### config.mk
export PLATFORM = sky130hd
export DESIGN_NAME = peak_period_det
export DESIGN_NICKNAME = d
export VERILOG_FILES = /design/src/rtl/ppd_pkg.sv /design/src/rtl/ppd_zc.sv /design/src/rtl/ppd_period.sv /design/src/rtl/ppd_peak.sv /design/src/rtl/peak_period_det.sv
export SDC_FILE = /design/constraint.sdc
export NUM_CORES = 1
export LEC_CHECK = 0
export ABC_CLOCK_PERIOD_IN_PS = 9400
export CAP_MARGIN = 10
export CORE_MARGIN = 2
export CORE_UTILIZATION = 55
export CTS_CLUSTER_DIAMETER = 40
export DETAILED_ROUTE_END_ITERATION = 10
export HOLD_SLACK_MARGIN = 0.15
export PLACE_DENSITY = 0.87
export SLEW_MARGIN = 20
export SYNTH_ARGS = -nofsm -noshare
export SYNTH_HDL_FRONTEND = slang
export SYNTH_SLANG_ARGS = --single-unit
export TNS_END_PERCENT = 30
### constraint.sdc
create_clock -name clk -period 9.4 [get_ports clk]
set_input_delay 2.35 -clock clk [delete_from_list [all_inputs] [get_ports clk]]
set_output_delay 2.35 -clock clk [all_outputs]
set_load 0.01 [all_outputs]
### src/rtl/ppd_pkg.sv
package ppd_pkg;
    localparam int NPH = 3;
    localparam int PHW = 2;

    typedef enum logic {P_ARM, P_MEAS} per_state_t;
    typedef enum logic {K_HOLD, K_TRACK} pk_state_t;
endpackage

### src/rtl/ppd_zc.sv
module ppd_zc #(
    parameter int DW = 16
) (
    input  logic          clk,
    input  logic          rst_n,
    input  logic          valid,
    input  logic [DW-1:0] smp,
    output logic          zc,
    output logic          rise
);
    logic prev_neg;
    logic seen;
    logic now_neg;

    assign now_neg = smp[DW-1];
    assign zc      = valid && seen && (now_neg != prev_neg);
    assign rise    = valid && seen && prev_neg && !now_neg;

    always_ff @(posedge clk or negedge rst_n) begin
        if (!rst_n) begin
            prev_neg <= 1'b0;
            seen     <= 1'b0;
        end else if (valid) begin
            prev_neg <= now_neg;
            seen     <= 1'b1;
        end
    end
endmodule

### src/rtl/ppd_period.sv
module ppd_period
    import ppd_pkg::*;
#(
    parameter int PW = 24
) (
    input  logic          clk,
    input  logic          rst_n,
    input  logic          restart,
    input  logic          rise,
    output logic [PW-1:0] period
);
    localparam logic [PW-1:0] CMAX = {PW{1'b1}};

    per_state_t    state, nstate;
    logic [PW-1:0] cnt;

    always_comb begin
        nstate = state;
        unique case (state)
            P_ARM:  if (rise) nstate = P_MEAS;
            P_MEAS: nstate = P_MEAS;
        endcase
        if (restart) nstate = P_ARM;
    end

    always_ff @(posedge clk or negedge rst_n) begin
        if (!rst_n) state <= P_ARM;
        else        state <= nstate;
    end

    always_ff @(posedge clk or negedge rst_n) begin
        if (!rst_n) begin
            cnt    <= '0;
            period <= '0;
        end else if (restart) begin
            cnt <= '0;
        end else begin
            unique case (state)
                P_ARM: if (rise) cnt <= PW'(1);
                P_MEAS: begin
                    if (rise) begin
                        period <= cnt;
                        cnt    <= PW'(1);
                    end else if (cnt != CMAX) begin
                        cnt <= cnt + 1'b1;
                    end
                end
            endcase
        end
    end
endmodule

### src/rtl/ppd_peak.sv
module ppd_peak
    import ppd_pkg::*;
#(
    parameter int DW = 16,
    parameter int CW = 16
) (
    input  logic              clk,
    input  logic              rst_n,
    input  logic              restart,
    input  logic [NPH-1:0]    mask,
    input  logic [NPH-1:0]    new_mask,
    input  logic              valid,
    input  logic [NPH-1:0]    zc,
    input  logic [NPH*DW-1:0] v_smp,
    input  logic [NPH*DW-1:0] i_smp,
    input  logic [CW-1:0]     win_len,
    output logic [DW-1:0]     v_peak,
    output logic [PHW-1:0]    v_ph,
    output logic [DW-1:0]     i_peak,
    output logic [PHW-1:0]    i_ph,
    output logic              done
);
    localparam int XW = CW + 2;

    pk_state_t      state, nstate;
    logic [DW-1:0]  v_abs [NPH];
    logic [DW-1:0]  i_abs [NPH];
    logic [DW-1:0]  v_trk, i_trk, v_best, i_best;
    logic [PHW-1:0] v_tph, i_tph, v_bph, i_bph;
    logic [XW-1:0]  x_cnt, n_x, x_sum, wl_eff;
    logic           win_end;

    for (genvar p = 0; p < NPH; p++) begin : g_abs
        assign v_abs[p] = v_smp[p*DW+DW-1] ? (~v_smp[p*DW +: DW] + 1'b1) : v_smp[p*DW +: DW];
        assign i_abs[p] = i_smp[p*DW+DW-1] ? (~i_smp[p*DW +: DW] + 1'b1) : i_smp[p*DW +: DW];
    end

    always_comb begin
        v_best = v_trk;
        v_bph  = v_tph;
        i_best = i_trk;
        i_bph  = i_tph;
        for (int p = 0; p < NPH; p++) begin
            if (valid && mask[p] && (v_abs[p] > v_best)) begin
                v_best = v_abs[p];
                v_bph  = PHW'(p);
            end
            if (valid && mask[p] && (i_abs[p] > i_best)) begin
                i_best = i_abs[p];
                i_bph  = PHW'(p);
            end
        end
    end

    assign n_x     = XW'($countones(zc & mask));
    assign x_sum   = x_cnt + n_x;
    assign wl_eff  = (win_len == '0) ? XW'(1) : XW'(win_len);
    assign win_end = (state == K_TRACK) && !restart && (n_x != '0) && (x_sum >= wl_eff);

    always_comb begin
        nstate = state;
        unique case (state)
            K_HOLD:  nstate = K_HOLD;
            K_TRACK: nstate = K_TRACK;
        endcase
        if (restart) nstate = (new_mask == '0) ? K_HOLD : K_TRACK;
    end

    always_ff @(posedge clk or negedge rst_n) begin
        if (!rst_n) state <= K_TRACK;
        else        state <= nstate;
    end

    always_ff @(posedge clk or negedge rst_n) begin
        if (!rst_n) begin
            v_trk  <= '0;
            v_tph  <= '0;
            i_trk  <= '0;
            i_tph  <= '0;
            x_cnt  <= '0;
            v_peak <= '0;
            v_ph   <= '0;
            i_peak <= '0;
            i_ph   <= '0;
            done   <= 1'b0;
        end else begin
            done <= 1'b0;
            if (restart) begin
                v_trk <= '0;
                v_tph <= '0;
                i_trk <= '0;
                i_tph <= '0;
                x_cnt <= '0;
            end else if (state == K_TRACK) begin
                if (win_end) begin
                    v_peak <= v_best;
                    v_ph   <= v_bph;
                    i_peak <= i_best;
                    i_ph   <= i_bph;
                    done   <= 1'b1;
                    v_trk  <= '0;
                    v_tph  <= '0;
                    i_trk  <= '0;
                    i_tph  <= '0;
                    x_cnt  <= '0;
                end else begin
                    v_trk <= v_best;
                    v_tph <= v_bph;
                    i_trk <= i_best;
                    i_tph <= i_bph;
                    x_cnt <= x_sum;
                end
            end
        end
    end
endmodule

### src/rtl/peak_period_det.sv
module peak_period_det
    import ppd_pkg::*;
#(
    parameter int DW = 16,
    parameter int CW = 16,
    parameter int PW = 24
) (
    input  logic              clk,
    input  logic              rst_n,
    input  logic              smp_valid,
    input  logic [3*DW-1:0]   v_smp,
    input  logic [3*DW-1:0]   i_smp,
    input  logic              cfg_wr,
    input  logic [1:0]        cfg_per_sel,
    input  logic [2:0]        cfg_pk_mask,
    input  logic [CW-1:0]     win_len,
    output logic [PW-1:0]     period,
    output logic [DW-1:0]     v_peak,
    output logic [1:0]        v_peak_ph,
    output logic [DW-1:0]     i_peak,
    output logic [1:0]        i_peak_ph,
    output logic              win_done
);
    logic [1:0]     sel_q;
    logic [NPH-1:0] mask_q;
    logic [NPH-1:0] zc, rise;
    logic           rise_sel;

    always_ff @(posedge clk or negedge rst_n) begin
        if (!rst_n) begin
            sel_q  <= 2'b00;
            mask_q <= {NPH{1'b1}};
        end else if (cfg_wr) begin
            sel_q  <= cfg_per_sel;
            mask_q <= cfg_pk_mask;
        end
    end

    for (genvar p = 0; p < NPH; p++) begin : g_zc
        ppd_zc #(.DW(DW)) u_zc (
            .clk   (clk),
            .rst_n (rst_n),
            .valid (smp_valid),
            .smp   (v_smp[p*DW +: DW]),
            .zc    (zc[p]),
            .rise  (rise[p])
        );
    end

    always_comb begin
        unique case (sel_q)
            2'b01:   rise_sel = rise[1];
            2'b10:   rise_sel = rise[2];
            default: rise_sel = rise[0];
        endcase
    end

    ppd_period #(.PW(PW)) u_per (
        .clk     (clk),
        .rst_n   (rst_n),
        .restart (cfg_wr),
        .rise    (rise_sel),
        .period  (period)
    );

    ppd_peak #(.DW(DW), .CW(CW)) u_pk (
        .clk      (clk),
        .rst_n    (rst_n),
        .restart  (cfg_wr),
        .mask     (mask_q),
        .new_mask (cfg_pk_mask),
        .valid    (smp_valid),
        .zc       (zc),
        .v_smp    (v_smp),
        .i_smp    (i_smp),
        .win_len  (win_len),
        .v_peak   (v_peak),
        .v_ph     (v_peak_ph),
        .i_peak   (i_peak),
        .i_ph     (i_peak_ph),
        .done     (win_done)
    );
endmodule

==> results by group <==
Cells and area
  • Area grow syn2layout: 38.7%
  • Layout cells sized above 1: around 22%
  • Commonest non-fill, non-tap cell in the layout: nand2_1
  • Finished Core Util: 77.7%
  • Most frequent cells in the layout: nand2_1 (179), clkdlybuf4s50_1 (176), buf_4 (159)
  • Nets: 1966
  • Number of diodes: 0
  • # fillers: 1416
  • Finished Layout Cells: 2011

GRT
  • GR Overflow Total: 0
  • Global-route wire length before repair: between 60000 and 70000 um
  • Largest net degree at the start of global routing: between 90 and 100
  • Number of global-route vias before repair: between 10000 and 15000
  • Tot GR Track Use: 32.7%
  • Initial antenna violation count: 0

CTS
  • Clk buf depth: 2
  • Clk Latency, worst-skew pair: 0.44 ns
  • Clk sinks: 150
  • Root cell of the clock tree: clkbuf_16
  • Post-CTS Hold Buffers: 0
  • Number of CTS-inserted buffers: 17
  • CTS tree: done
  • H-tree depth: 4
  • Clock Pin Slew Worst Setup and Hold Paths: approximately 0.070 ns

Floorplan
  • I/O pins: around 180
  • Core area: 0.0218 mm2
  • Die Area: 0.0234 mm2
  • Die X: 153 um
  • Cell Rows: 54
  • Die Span Y: 153 um
  • Starting Density: roughly 56%

Worst hold path
  • HP Class: reg2reg
  • Hold Crit Start: u_pk.v_trk[6]
  • Hold Path Sink: u_pk.v_trk[6]
  • Hold Path Cell Cnt: 2

Drt
  • Via Count: 12500
  • ANT nets after route: 0
  • Vias per cell: 6.19
  • DRC Markers: 0
  • Total wire length: 39800 um
  • Drt first pass iters: 5
  • 1st-iter DRT viols: 908
  • WL per Instance: 19.8 um

STA
  • Setup TNS: 0 ns
  • Max Clock Freq: 106 MHz
  • Final Hold Viols: 0
  • Slew Limit Fails: 0
  • Final Cycle Share: 99.9%
  • Clock skew: 0.0135 ns
  • Worst-Margin Slew: slightly above 0.9 ns
  • Max-slew headroom: a little under two fifths
  • RSZ-0062 raised after global routing: true
  • Final Critical Period: 9.39 ns
  • # setup viols final: 0

Logic synthesis
  • Netlist cell types: between 70 and 80
  • Yosys warnings: 0
  • Ys flop type: dfrtp_1
  • Syn_nets: 1639
  • Register area share after synthesis: between 30% and 40%
  • Synthesized instance count: 1391
  • Flops & latches, synth: 150
  • Fraction of registers with async set/reset: 100%
  • Mapped cell area: 0.0122 mm2
  • Synth Area per Inst: between 8 and 9 um2
  • Post-synth EDFFs: 0

Placed design
  • IO Port Bufs: 181
  • Routability cong.: 0.961
  • DP Cell Count: 1950
  • HPWL Detailed: 28800 um

Worst setup path
  • Worst EP required: 9.70 ns
  • WS Path Type: in2reg
  • Critical-path top delay cell: or4_4
  • FF-to-FF Start: u_pk.i_trk[1]
  • Reg-to-Reg End: u_pk.i_tph[1]
  • FF-to-FF path depth: 30
  • Crit path top cell by count: buf_6
  • CP peak stage delay: 0.46 ns
  • CP Launch Type: primary input
  • Reg2reg setup slack: 3.16 ns
  • Max FO, Critical Path: 7
  • Crit. End Element: flip-flop
  • Arr. time, crit path: 9.69 ns

Run
  • Number of max-cap violations: 0

Power
  • Design Power: 0.00266 W
  • Power Dens Cells: 157 mW/mm2
  • Leak: 7.39 nW
  • Worst vdd ir: about 0.15 mV

Status
  • Status: finished, final reports clean
[per-layer routing]
layer  track usage [%]  wire length [um]  vias up
li1                  -                 -     5752
met1              41.1             15500     5982
met2              55.5             19400      592
met3              4.85              2910      126
met4              15.8              1990        0
met5                 0                 0        -
[cell type report]
class                      instances  area (um2)  area share [%]
multi-input combinational       1071        8400            49.7
sequential                       150        3760            22.2
timing repair buffer             363        3350            19.8
inverter                         115         432            2.55
clock buffer                      17         425            2.52
tap                              280         350            2.07
clock inverter                    15         194            1.15
[worst max-delay path by stage]
| stage | start | to | slack [ns] |
|---|---|---|---|
| final | v_smp[1] | u_pk.v_trk[15] | 0.006 |
| after global routing | v_smp[1] | u_pk.v_peak[0] | -0.28 |
| after global placement | v_smp[5] | u_pk.v_peak[2] | -0.46 |
| after detailed placement | v_smp[5] | u_pk.v_trk[1] | -0.66 |
| after CTS | i_smp[3] | u_pk.i_trk[3] | 0.01 |
| after floorplan | v_smp[5] | u_pk.v_peak[13] | 0.02 |
[worst max-delay path: cells and delay by family]
kind	cells	cell delay (ns)
muxes	1	0.35
buffers and inverters	8	1.29
and+or+nand+nor	15	3.66
adders and majority gates	3	0.91
xor gates and xnor gates	1	0.09
AOI/OAI and AO/OA	7	0.99
[Yosys cell counts (26+ instances only)]
library cell | n | area (um2)
clkbuf_1 | 46 | 173
nand2_1 | 181 | 679
o31ai_1 | 29 | 218
o221ai_1 | 55 | 482
xnor2_1 | 69 | 604
nor3_1 | 31 | 155
nand4_1 | 35 | 219
nand3_1 | 26 | 130
o21ai_0 | 76 | 380
nor2_1 | 61 | 229
inv_1 | 114 | 428
dfrtp_1 | 146 | 3650
a21oi_1 | 50 | 250
xor2_1 | 42 | 368
ha_1 | 125 | 1560
mux2_2 | 55 | 619
[state kept, by name (all words and copies together), names as in the netlist]
signal	cells
u_pk.v_trk	16
u_per.state	1
u_pk.x_cnt	18
g_zc.u_zc.seen	1
u_pk.i_trk	16
u_pk.i_ph	2
u_pk.done	1
mask_q	3
u_pk.i_tph	2
u_pk.i_peak	16
u_per.cnt	24
u_pk.v_ph	2
u_pk.v_peak	16
sel_q	2
u_pk.v_tph	2
u_pk.state	1
u_per.period	24
g_zc.u_zc.prev_neg	3
[repair_timing]
item / CTS / global route
resized for setup: 59 / 86
setup endpoints to repair: 71 / 72
setup buffers: 9 / 16
cloned: 4 / 0
pin swaps: 19 / 50
[where the power goes]
group          switching (W)  internal (W)
Combinational       0.000643      0.000588
Clock               0.000338      0.000365
Sequential         0.0000336      0.000690
[stage by stage]
step                      area (um2)  setup WS, ns  hold slack (ns)
after CTS                      16400       0.00997            0.493
final                          16900       0.00606            0.494
after detailed placement       15400        -0.658            0.476
after global placement         15400        -0.464            0.465
after floorplan                12200        0.0151            0.456
after global routing           16900        -0.283            0.501
[kinds of logic (layout without fill, tap and decap cells)]
logic type / after synthesis / in the layout / synth area share [%]
and+or+nand+nor: 442 / 442 / 17.8
buffers and inverters: 170 / 510 / 5.32
muxes: 66 / 66 / 6.03
AOI/OAI and AO/OA: 325 / 325 / 18.8
adders and majority gates: 127 / 127 / 13.2
xor gates and xnor gates: 111 / 111 / 7.98
DFF: 150 / 150 / 30.8
(Power assumes the default switching activity.)
